==> src/rtl/dbg_bp_pkg.sv <==
package dbg_bp_pkg;
  localparam int ADDR_W = 32;

  typedef logic [1:0] code2_t;

  localparam code2_t CLASS_RD = 2'b10;
  localparam code2_t CLASS_WR = 2'b11;

  typedef struct packed {
    logic [ADDR_W-1:0] addr;
    logic              en;
    code2_t            kind;
    code2_t            len;
  } slot_cfg_t;

  function automatic logic [3:0] len_bytes(input code2_t c);
    case (c)
      2'b00:   return 4'd1;
      2'b01:   return 4'd2;
      2'b10:   return 4'd8;
      default: return 4'd4;
    endcase
  endfunction

  function automatic logic [2:0] size_bytes(input code2_t c);
    case (c)
      2'b00:   return 3'd1;
      2'b01:   return 3'd2;
      default: return 3'd4;
    endcase
  endfunction
endpackage

==> src/rtl/dbg_bp_cfg_regs.sv <==
module dbg_bp_cfg_regs
  import dbg_bp_pkg::*;
#(
  parameter int NUM_SLOTS = 4,
  parameter int CFG_AW    = 3
) (
  input  logic                           clk_i,
  input  logic                           rst_ni,
  input  logic                           we_i,
  input  logic [CFG_AW-1:0]              addr_i,
  input  logic [ADDR_W-1:0]              wdata_i,
  output slot_cfg_t [NUM_SLOTS-1:0]      slots_o,
  output logic [NUM_SLOTS-1:0]           clr_o
);
  localparam int CTRL_IDX = NUM_SLOTS;
  localparam int CLR_IDX  = NUM_SLOTS + 1;

  logic ctrl_wr;
  assign ctrl_wr = we_i && (addr_i == CFG_AW'(CTRL_IDX));

  for (genvar i = 0; i < NUM_SLOTS; i++) begin : g_slot
    localparam int KIND_LSB = NUM_SLOTS + 4 * i;
    localparam int LEN_LSB  = KIND_LSB + 2;
    slot_cfg_t slot_q;

    always_ff @(posedge clk_i or negedge rst_ni) begin
      if (!rst_ni) begin
        slot_q <= '0;
      end else begin
        if (we_i && (addr_i == CFG_AW'(i))) slot_q.addr <= wdata_i;
        if (ctrl_wr) begin
          slot_q.en   <= wdata_i[i];
          slot_q.kind <= wdata_i[KIND_LSB +: 2];
          slot_q.len  <= wdata_i[LEN_LSB +: 2];
        end
      end
    end

    assign slots_o[i] = slot_q;
  end

  assign clr_o = (we_i && (addr_i == CFG_AW'(CLR_IDX))) ? wdata_i[NUM_SLOTS-1:0] : '0;
endmodule

==> src/rtl/dbg_bp_span_cmp.sv <==
module dbg_bp_span_cmp
  import dbg_bp_pkg::*;
(
  input  slot_cfg_t         cfg_i,
  input  logic              valid_i,
  input  logic [ADDR_W-1:0] addr_i,
  input  code2_t            size_i,
  input  logic              write_i,
  output logic              hit_o
);
  logic [ADDR_W:0] acc_lo, acc_hi, bp_lo, bp_hi;
  code2_t          acc_class;
  logic            kind_ok, hit_below, hit_above;

  // 33-bit sums keep top-of-memory spans from wrapping
  always_comb begin
    acc_lo    = {1'b0, addr_i};
    acc_hi    = acc_lo + (ADDR_W+1)'(size_bytes(size_i));
    bp_lo     = {1'b0, cfg_i.addr};
    bp_hi     = bp_lo + (ADDR_W+1)'(len_bytes(cfg_i.len));
    acc_class = write_i ? CLASS_WR : CLASS_RD;
    kind_ok   = |(cfg_i.kind & acc_class);
    hit_below = (acc_lo <= bp_lo) && (acc_hi > bp_lo);
    hit_above = (acc_lo > bp_lo) && (acc_lo < bp_hi);
    hit_o     = valid_i && cfg_i.en && kind_ok && (hit_below || hit_above);
  end
endmodule

==> src/rtl/dbg_bp_evt_reg.sv <==
module dbg_bp_evt_reg #(
  parameter int NUM_SLOTS = 4
) (
  input  logic                 clk_i,
  input  logic                 rst_ni,
  input  logic [NUM_SLOTS-1:0] hit_i,
  input  logic [NUM_SLOTS-1:0] clr_i,
  output logic [NUM_SLOTS-1:0] evt_o
);
  logic [NUM_SLOTS-1:0] evt_q;

  // set wins over clear on the same bit
  always_ff @(posedge clk_i or negedge rst_ni) begin
    if (!rst_ni) evt_q <= '0;
    else         evt_q <= (evt_q & ~clr_i) | hit_i;
  end

  assign evt_o = evt_q;
endmodule

==> src/rtl/dbg_bp_matcher.sv <==
module dbg_bp_matcher
  import dbg_bp_pkg::*;
#(
  parameter int NUM_SLOTS = 4,
  parameter int CFG_AW    = $clog2(NUM_SLOTS + 2)
) (
  input  logic                 clk_i,
  input  logic                 rst_ni,
  input  logic                 cfg_we_i,
  input  logic [CFG_AW-1:0]    cfg_addr_i,
  input  logic [ADDR_W-1:0]    cfg_wdata_i,
  input  logic                 acc_valid_i,
  input  logic [ADDR_W-1:0]    acc_addr_i,
  input  logic [1:0]           acc_size_i,
  input  logic                 acc_write_i,
  input  logic                 resume_i,
  output logic [NUM_SLOTS-1:0] evt_o
);
  slot_cfg_t [NUM_SLOTS-1:0] slots;
  logic [NUM_SLOTS-1:0]      slot_en, hits, clr;
  logic                      acc_live;

  assign acc_live = acc_valid_i && !resume_i;

  dbg_bp_cfg_regs #(.NUM_SLOTS(NUM_SLOTS), .CFG_AW(CFG_AW)) u_regs (
    .clk_i   (clk_i),
    .rst_ni  (rst_ni),
    .we_i    (cfg_we_i),
    .addr_i  (cfg_addr_i),
    .wdata_i (cfg_wdata_i),
    .slots_o (slots),
    .clr_o   (clr)
  );

  for (genvar i = 0; i < NUM_SLOTS; i++) begin : g_cmp
    assign slot_en[i] = slots[i].en;
    dbg_bp_span_cmp u_cmp (
      .cfg_i   (slots[i]),
      .valid_i (acc_live),
      .addr_i  (acc_addr_i),
      .size_i  (acc_size_i),
      .write_i (acc_write_i),
      .hit_o   (hits[i])
    );
  end

  dbg_bp_evt_reg #(.NUM_SLOTS(NUM_SLOTS)) u_evt (
    .clk_i  (clk_i),
    .rst_ni (rst_ni),
    .hit_i  (hits),
    .clr_i  (clr),
    .evt_o  (evt_o)
  );
endmodule

==> config.mk <==
export PLATFORM = sky130hd
export DESIGN_NAME = dbg_bp_matcher
export DESIGN_NICKNAME = d
export VERILOG_FILES = /design/src/rtl/dbg_bp_pkg.sv /design/src/rtl/dbg_bp_cfg_regs.sv /design/src/rtl/dbg_bp_span_cmp.sv /design/src/rtl/dbg_bp_evt_reg.sv /design/src/rtl/dbg_bp_matcher.sv
export SDC_FILE = /design/constraint.sdc
export NUM_CORES = 1
export LEC_CHECK = 0
export BUFFER_PORTS_ARGS = -buffer_cell sky130_fd_sc_hd__buf_2
export CAP_MARGIN = 20
export CORE_ASPECT_RATIO = 1.1
export CORE_MARGIN = 2
export CORE_UTILIZATION = 60
export CTS_BUF_LIST = sky130_fd_sc_hd__clkbuf_16
export CTS_CLUSTER_SIZE = 20
export DETAILED_ROUTE_END_ITERATION = 8
export MAX_ROUTING_LAYER = met4
export PLACE_DENSITY_LB_ADDON = 0.25
export SYNTH_ARGS = -nofsm -noshare
export SYNTH_HDL_FRONTEND = slang
export SYNTH_SLANG_ARGS = --single-unit
==> constraint.sdc <==
create_clock -name clk_i -period 4.2 [get_ports clk_i]
set_input_delay 0.42 -clock clk_i [delete_from_list [all_inputs] [get_ports clk_i]]
set_output_delay 0.42 -clock clk_i [all_outputs]
set_load 0.005 [all_outputs]
==> results.ini, run 1 <==
[grt]
grt_max_degree = 95
grt_pass1_vias = 16200
grt_first_pass_wirelength_mm = 89.6
track_usage_pct = 40.7
antenna_found_initial = 2
gr-total-overflow = 0

[timing]
rsz0062_at_grt = yes
slew_headroom_pct = 34.0
finalSetupViolCount = 0
hold_viol = 0
fmax_mhz = 248
worst_pin_slew_ns = 0.989
fin_worst_skew_ns = 0.00987
timing.hold.ws_ns = 0.0291
setup_slack_ns = 0.170
fin_tns_setup_ns = 0
maxSlewViolCount = 0
period_share_pct = 96.0
period_needed_ns = 4.03

[clocking]
clk-insertion-delay-late_ns = 0.45
cts.sinks = 152
ctsHtreeMaxLevel = 4
cts_made_buffers = 17
ctsRootBufferMaster = clkbuf_16
cts_tree = built
clk_pin_slew_ns = 0.07
clk_path_buf_depth = 2

[worst_setup_path]
worstSetupPathType = reg -> reg
required_ns = 4.55
crit_path_start_kind = register
crit_fanout = 5
arrival_ns = 4.38
regToRegSetupSlack_ns = 0.17
cp-end-kind = register

[pwr]
p_leak_nw = 9.02
ir_drop_uv = 257
pwr_density_cell_mw_per_mm2 = 392

[yosys]
syn-num-nets = 2472
ys_seq_area_share_pct = 22.2
synth-edff-count = 0
synth_cell_types = 62
syn_avg_cell_area_um2 = 8.61
synthCells = 1993
synth-seq-cells = 152
synth_top_flop_cell = dfrtp_1
async_flop_share_pct = 100
yosysWarningCount = 0
netlist_area_mm2 = 0.0172

[drt]
firstDrtPassIters = 5
drtIter0Drc = 1165
via_per_inst = 6.48
route.detailed.drc = 0
antenna_left = 0
routed_wl_mm = 58.2
vias = 16400
wire_per_inst_um = 23.0

[die]
die_y_um = 181
rows = 64
die_area_mm2 = 0.0300
initial_core_util_pct = 61.4
ios = 79
core-area_mm2 = 0.0279
fp.dieW_um = 165

[layout]
drive_gt1_share_pct = 13.6
fin_nets = 2634
syn2layout_area_growth_pct = 13.0
instances_no_fill = 2533
fin_util_pct = 69.4

[hold_path]
hp-class = in -> async

[outcome]
status = finished, final reports clean

[placed_design]
place_congestion = 1.04
numPortBuffers = 78
dp_hpwl_mm = 46.7
placed_cells = 2498
pre_cts_ws_ns = -0.420

[flow_run]
maxCapViolCount = 0

[where the power goes]
group | internal [mW] | total (mW) | switching (mW) | leakage (nW)
registers | 1.78 | 2.06 | 0.282 | 1.85
clock network | 0.985 | 1.67 | 0.686 | 0.299
logic | 1.60 | 3.87 | 2.26 | 6.87
total | 4.37 | 7.60 | 3.23 | 9.02
[through the flow]
| stage | instance area [µm²] | power, mW |
|---|---|---|
| finish | 19400 | 7.60 |
| global route | 19400 | 8.17 |
| CTS | 19200 | 7.47 |
| detailed placement | 18600 | 5.78 |
| global placement | 18600 | 5.60 |
| floorplan | 17200 | 4.55 |
[final timing paths]
path	cells past startpoint	from	to
worst max-delay path	19	u_regs.slots_o[111]$_DFFE_PN0P_	u_evt.evt_o[3]$_DFF_PN0_
worst min-delay path	1	rst_ni	u_regs.slots_o[146]$_DFFE_PN0P_
worst max register to register	19	u_regs.slots_o[111]$_DFFE_PN0P_	u_evt.evt_o[3]$_DFF_PN0_
worst min register to register	1	u_regs.slots_o[139]$_DFFE_PN0P_	u_regs.slots_o[139]$_DFFE_PN0P_
max in group asynchronous	2	rst_ni	u_regs.slots_o[117]$_DFFE_PN0P_
min in group clk_i	3	cfg_wdata_i[26]	u_regs.slots_o[31]$_DFFE_PN0P_
[cells by family after synthesis]
| logic type | count (synthesis) | share of synthesized area, % |
|---|---|---|
| simple gates | 620 | 17.9 |
| compound gates | 444 | 15.3 |
| buf+inv | 168 | 3.68 |
| xor+xnor | 150 | 7.66 |
| mux | 55 | 3.61 |
| fa+ha+maj | 404 | 29.7 |
| flops | 152 | 22.2 |
[sequential cells by signal (all words and copies together), names as in the netlist]
register	flops
u_regs.slots_o	148
u_evt.evt_o	4
[per-layer routing]
layer,track usage [%],share of wire [%],vias up
met5,-,0,-
met1,47.2,39,7778
met2,64.2,46,733
met4,27.9,8.5,0
li1,-,-,7621
met3,6.59,7.2,283
[Yosys cell counts (5+ instances only)]
library cell	n	area share, %
a2111oi_0	9	0.46
a21o_1	45	2.0
nand2_1	222	4.9
ha_1	399	29
and3_1	16	0.58
a21boi_0	5	0.22
inv_1	144	3.2
mux2_2	55	3.6
clkbuf_1	23	0.50
nor2_1	87	1.9
nand2b_1	9	0.33
nor4_1	24	0.88
dfrtp_1	152	22
and2_1	8	0.29
o211ai_1	11	0.48
nor3_1	38	1.1
and4_1	13	0.66
nor2b_1	22	0.80
o21bai_1	5	0.22
a211oi_1	23	1.0
o21ai_0	155	4.5
xor2_1	7	0.36
a21oi_1	145	4.2
nand3_1	76	2.2
fa_1	5	0.58
a31oi_1	9	0.33
xnor2_1	143	7.3
nand4_1	79	2.9
[cell usage in the layout, fill, tap and decap left out, types with 4 or more instances in the layout]
cell	synthesis	layout
ha_1	399	399
nand2_1	222	222
o21ai_0	155	154
dfrtp_1	152	152
inv_1	144	146
a21oi_1	145	140
xnor2_1	143	139
buf_4	0	87
nor2_1	87	81
nand4_1	79	79
buf_2	0	77
nand3_1	76	76
mux2_2	55	55
a21o_1	45	45
nor3_1	38	35
a211oi_1	23	23
nor4_1	24	22
nor2b_1	22	20
clkbuf_16	0	17
and3_1	16	15
and4_1	13	13
o211ai_1	11	11
nand2b_1	9	9
a31oi_1	9	8
and2_1	8	7
xor2_1	7	7
nor2_2	0	5
o21bai_1	5	5
a21boi_0	5	5
a2111oi_0	9	5
fa_1	5	5
xnor2_2	0	4
a211o_1	4	4
o31ai_1	4	4
a31o_2	4	4
bufinv_16	0	4
[what timing repair did]
item / 4_1_cts / 5_1_grt
gates resized for setup: 1 / 34
pin swaps: 0 / 5
hold buffers: 0 / 0
endpoints found under the setup margin: 1 / 4
setup buffers: 0 / 1
[layout make-up]
class,count,area [µm²]
inverters,145,544
clock inverters,15,186
fillers,2310,8560
well taps,363,454
repair buffers,166,1070
multi-input cells,1673,12900
flip-flops and latches,152,3800
clock buffers,17,425
diodes,2,5.00
[worst max-delay path, cell delays in order, from the launching register on]
cell,delay [ns]
dfrtp_1,0.42
nor2b_1,0.18
ha_1,0.28
a21o_1,0.10
a21o_1,0.19
a21oi_4,0.11
nor3b_2,0.32
nand2_1,0.17
nor2_2,0.29
nand2_1,0.11
xnor2_1,0.14
ha_1,0.31
nand3_1,0.08
nand2_1,0.06
a21oi_1,0.05
o21ai_0,0.38
nor2_1,0.10
a21oi_1,0.24
o211ai_1,0.13
a32o_1,0.26
(Power assumes the default switching activity.)
==> run 2, diff against run 1 <==
CORE_UTILIZATION = 45   (was 60)
PLACE_DENSITY = 0.62   (was not set)
PLACE_DENSITY_LB_ADDON = not set   (was 0.25)
==> results.ini, run 2 (same netlist as run 1, synthesis figures left out) <==
[layout]
mostFrequentLayoutCell = ha_1
syn2layout_area_growth_pct = 14.9
final_cell_mix = ha_1 (399), nand2_1 (221), o21ai_0 (153)
fin_area_mm2 = 0.0197  ; +1.7%
fin_nets = 2663  ; +1.1%
largest_register_ffs = 148  ; unchanged
drive_gt1_share_pct = 14.7  ; +1.2 points

[timing]
worst_pin_slew_ns = 0.819  ; -0.170 ns
period_share_pct = 95.4  ; -0.52 points
finalSetupViolCount = 0  ; unchanged
setup_slack_ns = 0.192  ; +0.0220 ns
fmax_mhz = 249  ; +0.55%
maxSlewViolCount = 0  ; unchanged
slew_headroom_pct = 44.0  ; +9.9 points
fin_worst_skew_ns = 0.0142  ; +0.00436 ns
hold_viol = 0  ; unchanged
period_needed_ns = 4.01  ; -0.0220 ns

[worst_setup_path]
cp-end-kind = register
r2r-end = u_evt.evt_o[3]$_DFF_PN0_
crit_fanout = 5  ; unchanged
worstSetupPathType = reg -> reg
startpoint = u_regs.slots_o[111]$_DFFE_PN0P_
arrival_ns = 4.35  ; -0.03 ns
crit_path_end = u_evt.evt_o[3]$_DFF_PN0_
crit_path_start_kind = register
required_ns = 4.54  ; about the same
regToRegSetupSlack_ns = 0.19  ; +0.02 ns
r2r-start = u_regs.slots_o[111]$_DFFE_PN0P_
r2r_cells = 18  ; -1

[pwr]
p_leak_nw = 9.10  ; +0.97%
pwr_density_cell_mw_per_mm2 = 384  ; -2.1%
ir_drop_uv = 297  ; +16%

[outcome]
status = finished, final reports clean

[placed_design]
dp_hpwl_mm = 48.9  ; +4.6%
pre_cts_ws_ns = -0.351  ; +0.0690 ns
place_area_mm2 = 0.0190  ; +2.0%
numPortBuffers = 78  ; unchanged
place_congestion = 0.983  ; -5.1%

[drt]
drtIter0Drc = 1114  ; -4.4%
firstDrtPassIters = 5  ; unchanged
wire_per_inst_um = 22.2  ; -3.2%
antenna_left = 0  ; unchanged
route.detailed.drc = 0  ; unchanged
vias = 16000  ; -2.7%
routed_wl_mm = 60.1  ; +3.2%
via_per_inst = 5.91  ; -8.7%

[grt]
grt_pass1_vias = 15700  ; -2.9%
grt_max_degree = 81  ; -15%
grt_first_pass_wirelength_mm = 91.2  ; +1.8%
gr-total-overflow = 0  ; unchanged
track_usage_pct = 31.4  ; -9.3 points
antenna_found_initial = 4  ; +2

[clocking]
ctsHtreeMaxLevel = 4  ; unchanged
ctsRootBufferMaster = clkbuf_16
clk-insertion-delay-late_ns = 0.46  ; about the same
cts.sinks = 152  ; unchanged
holdBufCountCts = 0  ; unchanged
clk_pin_slew_ns = 0.07  ; about the same
clk_path_buf_depth = 2  ; unchanged
cts_made_buffers = 17  ; unchanged
cts_tree = built

[die]
die_y_um = 209  ; +15%
initial_core_util_pct = 45.3  ; -16 points
rows = 75  ; +17%
die_area_mm2 = 0.0397  ; +33%
core-area_mm2 = 0.0379  ; +36%
fp.dieW_um = 190  ; +15%
ios = 79  ; unchanged

[hold_path]
hp-class = in -> async

[flow_run]
maxCapViolCount = 0  ; unchanged

-- run 2: area by class of cell --
cell class                 count  area, µm²
multi-input combinational   1673      12900
clock inverter                15        149
antenna                        4       10.0
sequential                   152       3800
timing repair buffer         195       1270
tap                          500        626
inverter                     145        544
fill                        3666      18200
clock buffer                  17        425
-- run 2: what timing repair did --
item,CTS,global route
resized for setup,1,34
setup endpoints to repair,1,4
pin swaps,0,5
endpoints found under the hold margin,0,0
setup buffers,0,1
-- run 2: how the worst min path moves through the flow --
| stage | startpoint | endpoint | cells after the start |
|---|---|---|---|
| 2_1_floorplan | rst_ni | u_evt.evt_o[0]$_DFF_PN0_ | 0 |
| 3_3_place_gp | u_regs.slots_o[115]$_DFFE_PN0P_ | u_regs.slots_o[115]$_DFFE_PN0P_ | 1 |
| 3_5_place_dp | u_regs.slots_o[146]$_DFFE_PN0P_ | u_regs.slots_o[146]$_DFFE_PN0P_ | 1 |
| 4_1_cts | rst_ni | u_regs.slots_o[103]$_DFFE_PN0P_ | 1 |
| 5_1_grt | rst_ni | u_regs.slots_o[105]$_DFFE_PN0P_ | 1 |
| 6_report | rst_ni | u_regs.slots_o[103]$_DFFE_PN0P_ | 1 |
-- run 2: through the flow --
stage          util (%)  hold WS, ns  cells  power (mW)  TNS [ns]
2_1_floorplan         -        0.124   1993        4.55         0
3_3_place_gp       50.1        0.489   2664        5.72    -0.750
3_5_place_dp       50.1        0.494   2664        5.88     -1.16
4_1_cts            51.6       0.0608   2696        7.49         0
5_1_grt            52.0        0.106   2701        8.17   -0.0287
6_report           52.0       0.0328   2701        7.57         0
-- run 2: worst max-delay path, stage by stage (launching register included) --
cell and delay [ns]:
dfrtp_1 0.43, nor2b_1 0.16, buf_4 0.14, fa_1 0.42, a21o_1 0.18, a21oi_2 0.28
nor2_4 0.10, nand4_1 0.32, nor2_1 0.11, xnor2_1 0.14, ha_1 0.29, nand3_1 0.07
nand2_1 0.06, a21oi_1 0.07, o21ai_0 0.38, nor2_1 0.11, a21oi_1 0.23, o211ai_1 0.15
a32o_1 0.26
-- run 2: layer usage --
layer  routed length, µm  vias up  track usage, %
met2               28200      498            50.6
met4                3720        0            18.0
met3                3310      159            4.17
met1               24900     7636            37.7
li1                    -     7682               -
met5                   0        -               -
-- run 2: power by group --
group	total [mW]	internal (mW)	switching (mW)
registers	2.05	1.78	0.274
clock network	1.60	0.875	0.721
logic	3.92	1.64	2.27
total	7.57	4.30	3.27
==> run 3, diff against run 2 <==
PLACE_DENSITY = 0.65   (was 0.62)
SETUP_SLACK_MARGIN = 0.5   (was not set)
clock period = 3.4 ns   (was 4.2 ns; I/O delays follow)
==> results.ini, run 3 (same netlist as run 1, synthesis figures left out) <==
[worst_setup_path]
arrival_ns = 4.25  ; -0.10 ns
r2r-end = u_evt.evt_o[3]$_DFF_PN0_
path_cells = buf_8 > nor2_4 > ha_4 > inv_2 > fa_2 > nand2b_4 > a21oi_4 > buf_4 > nand4_1 > xnor2_1 > ha_1 > nand4_1 > nor2_1 > a2111oi_0 > buf_4 > o21ai_0 > a21oi_1 > o31ai_1 > a211o_1 > a32o_1
crit_path_top_delay_cell = a2111oi_0
startpoint = acc_size_i[1]
r2r-start = u_regs.slots_o[112]$_DFFE_PN0P_
crit_fanout = 5  ; unchanged
regToRegSetupSlack_ns = -0.44  ; -0.63 ns
cp-end-kind = register
critPathTopFamily = compound AO/OA/AOI/OAI gates
crit_buf_inv = 4  ; +3
crit_path_end = u_evt.evt_o[3]$_DFF_PN0_
required_ns = 3.77  ; -0.77 ns
crit_cells = 20  ; +2
crit_path_max_incr_delay_ns = 0.65  ; +0.22 ns
crit_path_start_kind = primary input
r2r_cells = 20  ; +2
worstSetupPathType = in -> reg

[timing]
timing.hold.ws_ns = 0.153  ; +0.120 ns
finalSetupViolCount = 4  ; +4
fmax_mhz = 258
rsz0062_at_grt = yes
worst_pin_slew_ns = 0.829  ; +0.00940 ns
slew_headroom_pct = 44.6  ; +0.58 points
fin_worst_skew_ns = 0.00806  ; -0.00617 ns
setup_slack_ns = -0.479  ; -0.671 ns
hold_viol = 0  ; unchanged
period_needed_ns = 3.88
maxSlewViolCount = 0  ; unchanged
period_share_pct = 114
fin_tns_setup_ns = -1.60  ; -1.60 ns

[clocking]
ctsHtreeMaxLevel = 4  ; unchanged
clk_path_buf_depth = 2  ; unchanged
ctsRootBufferMaster = clkbuf_16
clk-insertion-delay-late_ns = 0.48  ; +0.02 ns
cts_tree = built
cts.sinks = 152  ; unchanged
clk_pin_slew_ns = 0.07  ; about the same
cts_made_buffers = 17  ; unchanged

[hold_path]
hold-path-cell-count = 3
hp-class = in -> reg
min_from = cfg_wdata_i[25]

[placed_design]
numPortBuffers = 78  ; unchanged
dp_hpwl_mm = 53.3  ; +9.0%
place_congestion = 1.05  ; +6.8%
placed_cells = 2862  ; +7.4%

[drt]
firstDrtPassIters = 5  ; unchanged
routed_wl_mm = 65.3  ; +8.7%
antenna_left = 0  ; unchanged
drtIter0Drc = 990  ; -11%
via_per_inst = 5.80  ; -1.9%
vias = 17000  ; +6.2%
route.detailed.drc = 0  ; unchanged
wire_per_inst_um = 22.3  ; +0.43%

[pwr]
p_leak_nw = 10.4  ; +14%
pwr_density_cell_mw_per_mm2 = 464  ; +21%
total_power_mw = 10.1  ; +34%
ir_drop_uv = 410  ; +38%

[grt]
grt_pass1_vias = 16900  ; +7.4%
grt_first_pass_wirelength_mm = 99.3  ; +9.0%
track_usage_pct = 34.4  ; +3.0 points
gr-total-overflow = 0  ; unchanged
grt_max_degree = 73  ; -9.9%
antenna_found_initial = 0  ; -4

[outcome]
violations = setup timing
status = complete, but fails checks

[layout]
nFillCells = 3445  ; -6.0%
drive_gt1_share_pct = 25.3  ; +11 points
regArea_mm2 = 0.00380  ; about the same
fin_nets = 2890  ; +8.5%
num_antenna_cells = 0  ; -4
mostFrequentLayoutCell = ha_1
instances_no_fill = 2924  ; +8.3%
largest_register_ffs = 148  ; unchanged
final_cell_mix = ha_1 (392), buf_4 (335), nand2_1 (218)
syn2layout_area_growth_pct = 27.5
multi_input_area_mm2 = 0.0133  ; +3.2%

[die]
core-area_mm2 = 0.0379  ; unchanged
die_y_um = 209  ; unchanged
ios = 79  ; unchanged
rows = 75  ; unchanged
initial_core_util_pct = 45.3  ; unchanged
die_area_mm2 = 0.0397  ; unchanged
fp.dieW_um = 190  ; unchanged

[flow_run]
maxCapViolCount = 0  ; unchanged

[run 3: layout make-up]
cell class	instances	area share, %
clock inverter	15	0.664
timing repair buffer	422	13.9
sequential	152	17.4
clock buffer	17	1.95
inverter	145	2.49
tap	500	2.86
multi-input combinational	1673	60.8
[run 3: per-layer routing]
metal,vias to the layer above,GRT usage [%],routed length (µm)
met5,-,-,0
met4,0,20.9,4490
met3,181,4.77,3070
met2,490,56.4,31400
met1,8164,39.8,26400
li1,8137,-,-
[run 3: power by group]
part	switching (mW)	internal, mW	leakage (nW)
clock	0.926	1.02	0.270
combinational	3.08	2.61	8.25
sequential	0.318	2.20	1.84
total	4.32	5.83	10.4
[run 3: repair_timing]
item,4_1_cts,5_1_grt
endpoints found under the hold margin,69,0
hold buffers,1,0
gates resized for setup,74,32
cloned,0,0
setup buffers,23,6
setup endpoints to repair,4,4
pin swaps,62,19
[run 3: worst min path at each step]
stage	to	slack, ns
floorplan	u_evt.evt_o[0]$_DFF_PN0_	0.04
global placement	u_regs.slots_o[104]$_DFFE_PN0P_	0.42
global route	u_regs.slots_o[105]$_DFFE_PN0P_	0.18
CTS	u_regs.slots_o[107]$_DFFE_PN0P_	0.16
detailed placement	u_regs.slots_o[141]$_DFFE_PN0P_	0.43
finish	u_regs.slots_o[30]$_DFFE_PN0P_	0.15
[run 3: worst reg2reg max path: stages, from the launching register on]
cell	delay, ns
dfrtp_2	0.41
nor2_2	0.05
ha_2	0.18
fa_2	0.34
a21o_1	0.19
a21oi_4	0.18
nor2_4	0.09
buf_4	0.14
xnor2_1	0.11
buf_4	0.15
ha_1	0.29
and4_4	0.25
buf_4	0.11
o211ai_1	0.07
o21ai_1	0.17
buf_4	0.18
a31oi_2	0.10
buf_4	0.15
o41ai_2	0.19
o211ai_1	0.12
a32o_1	0.27
[run 3: stage by stage]
step	util [%]	instance area (µm²)	setup WS [ns]
3_5_place_dp	54.3	20600	-1.28
6_report	57.7	21900	-0.479
3_3_place_gp	54.3	20600	-1.18
2_1_floorplan	-	17300	-0.252
5_1_grt	57.7	21900	-0.598
4_1_cts	57.2	21700	-0.412
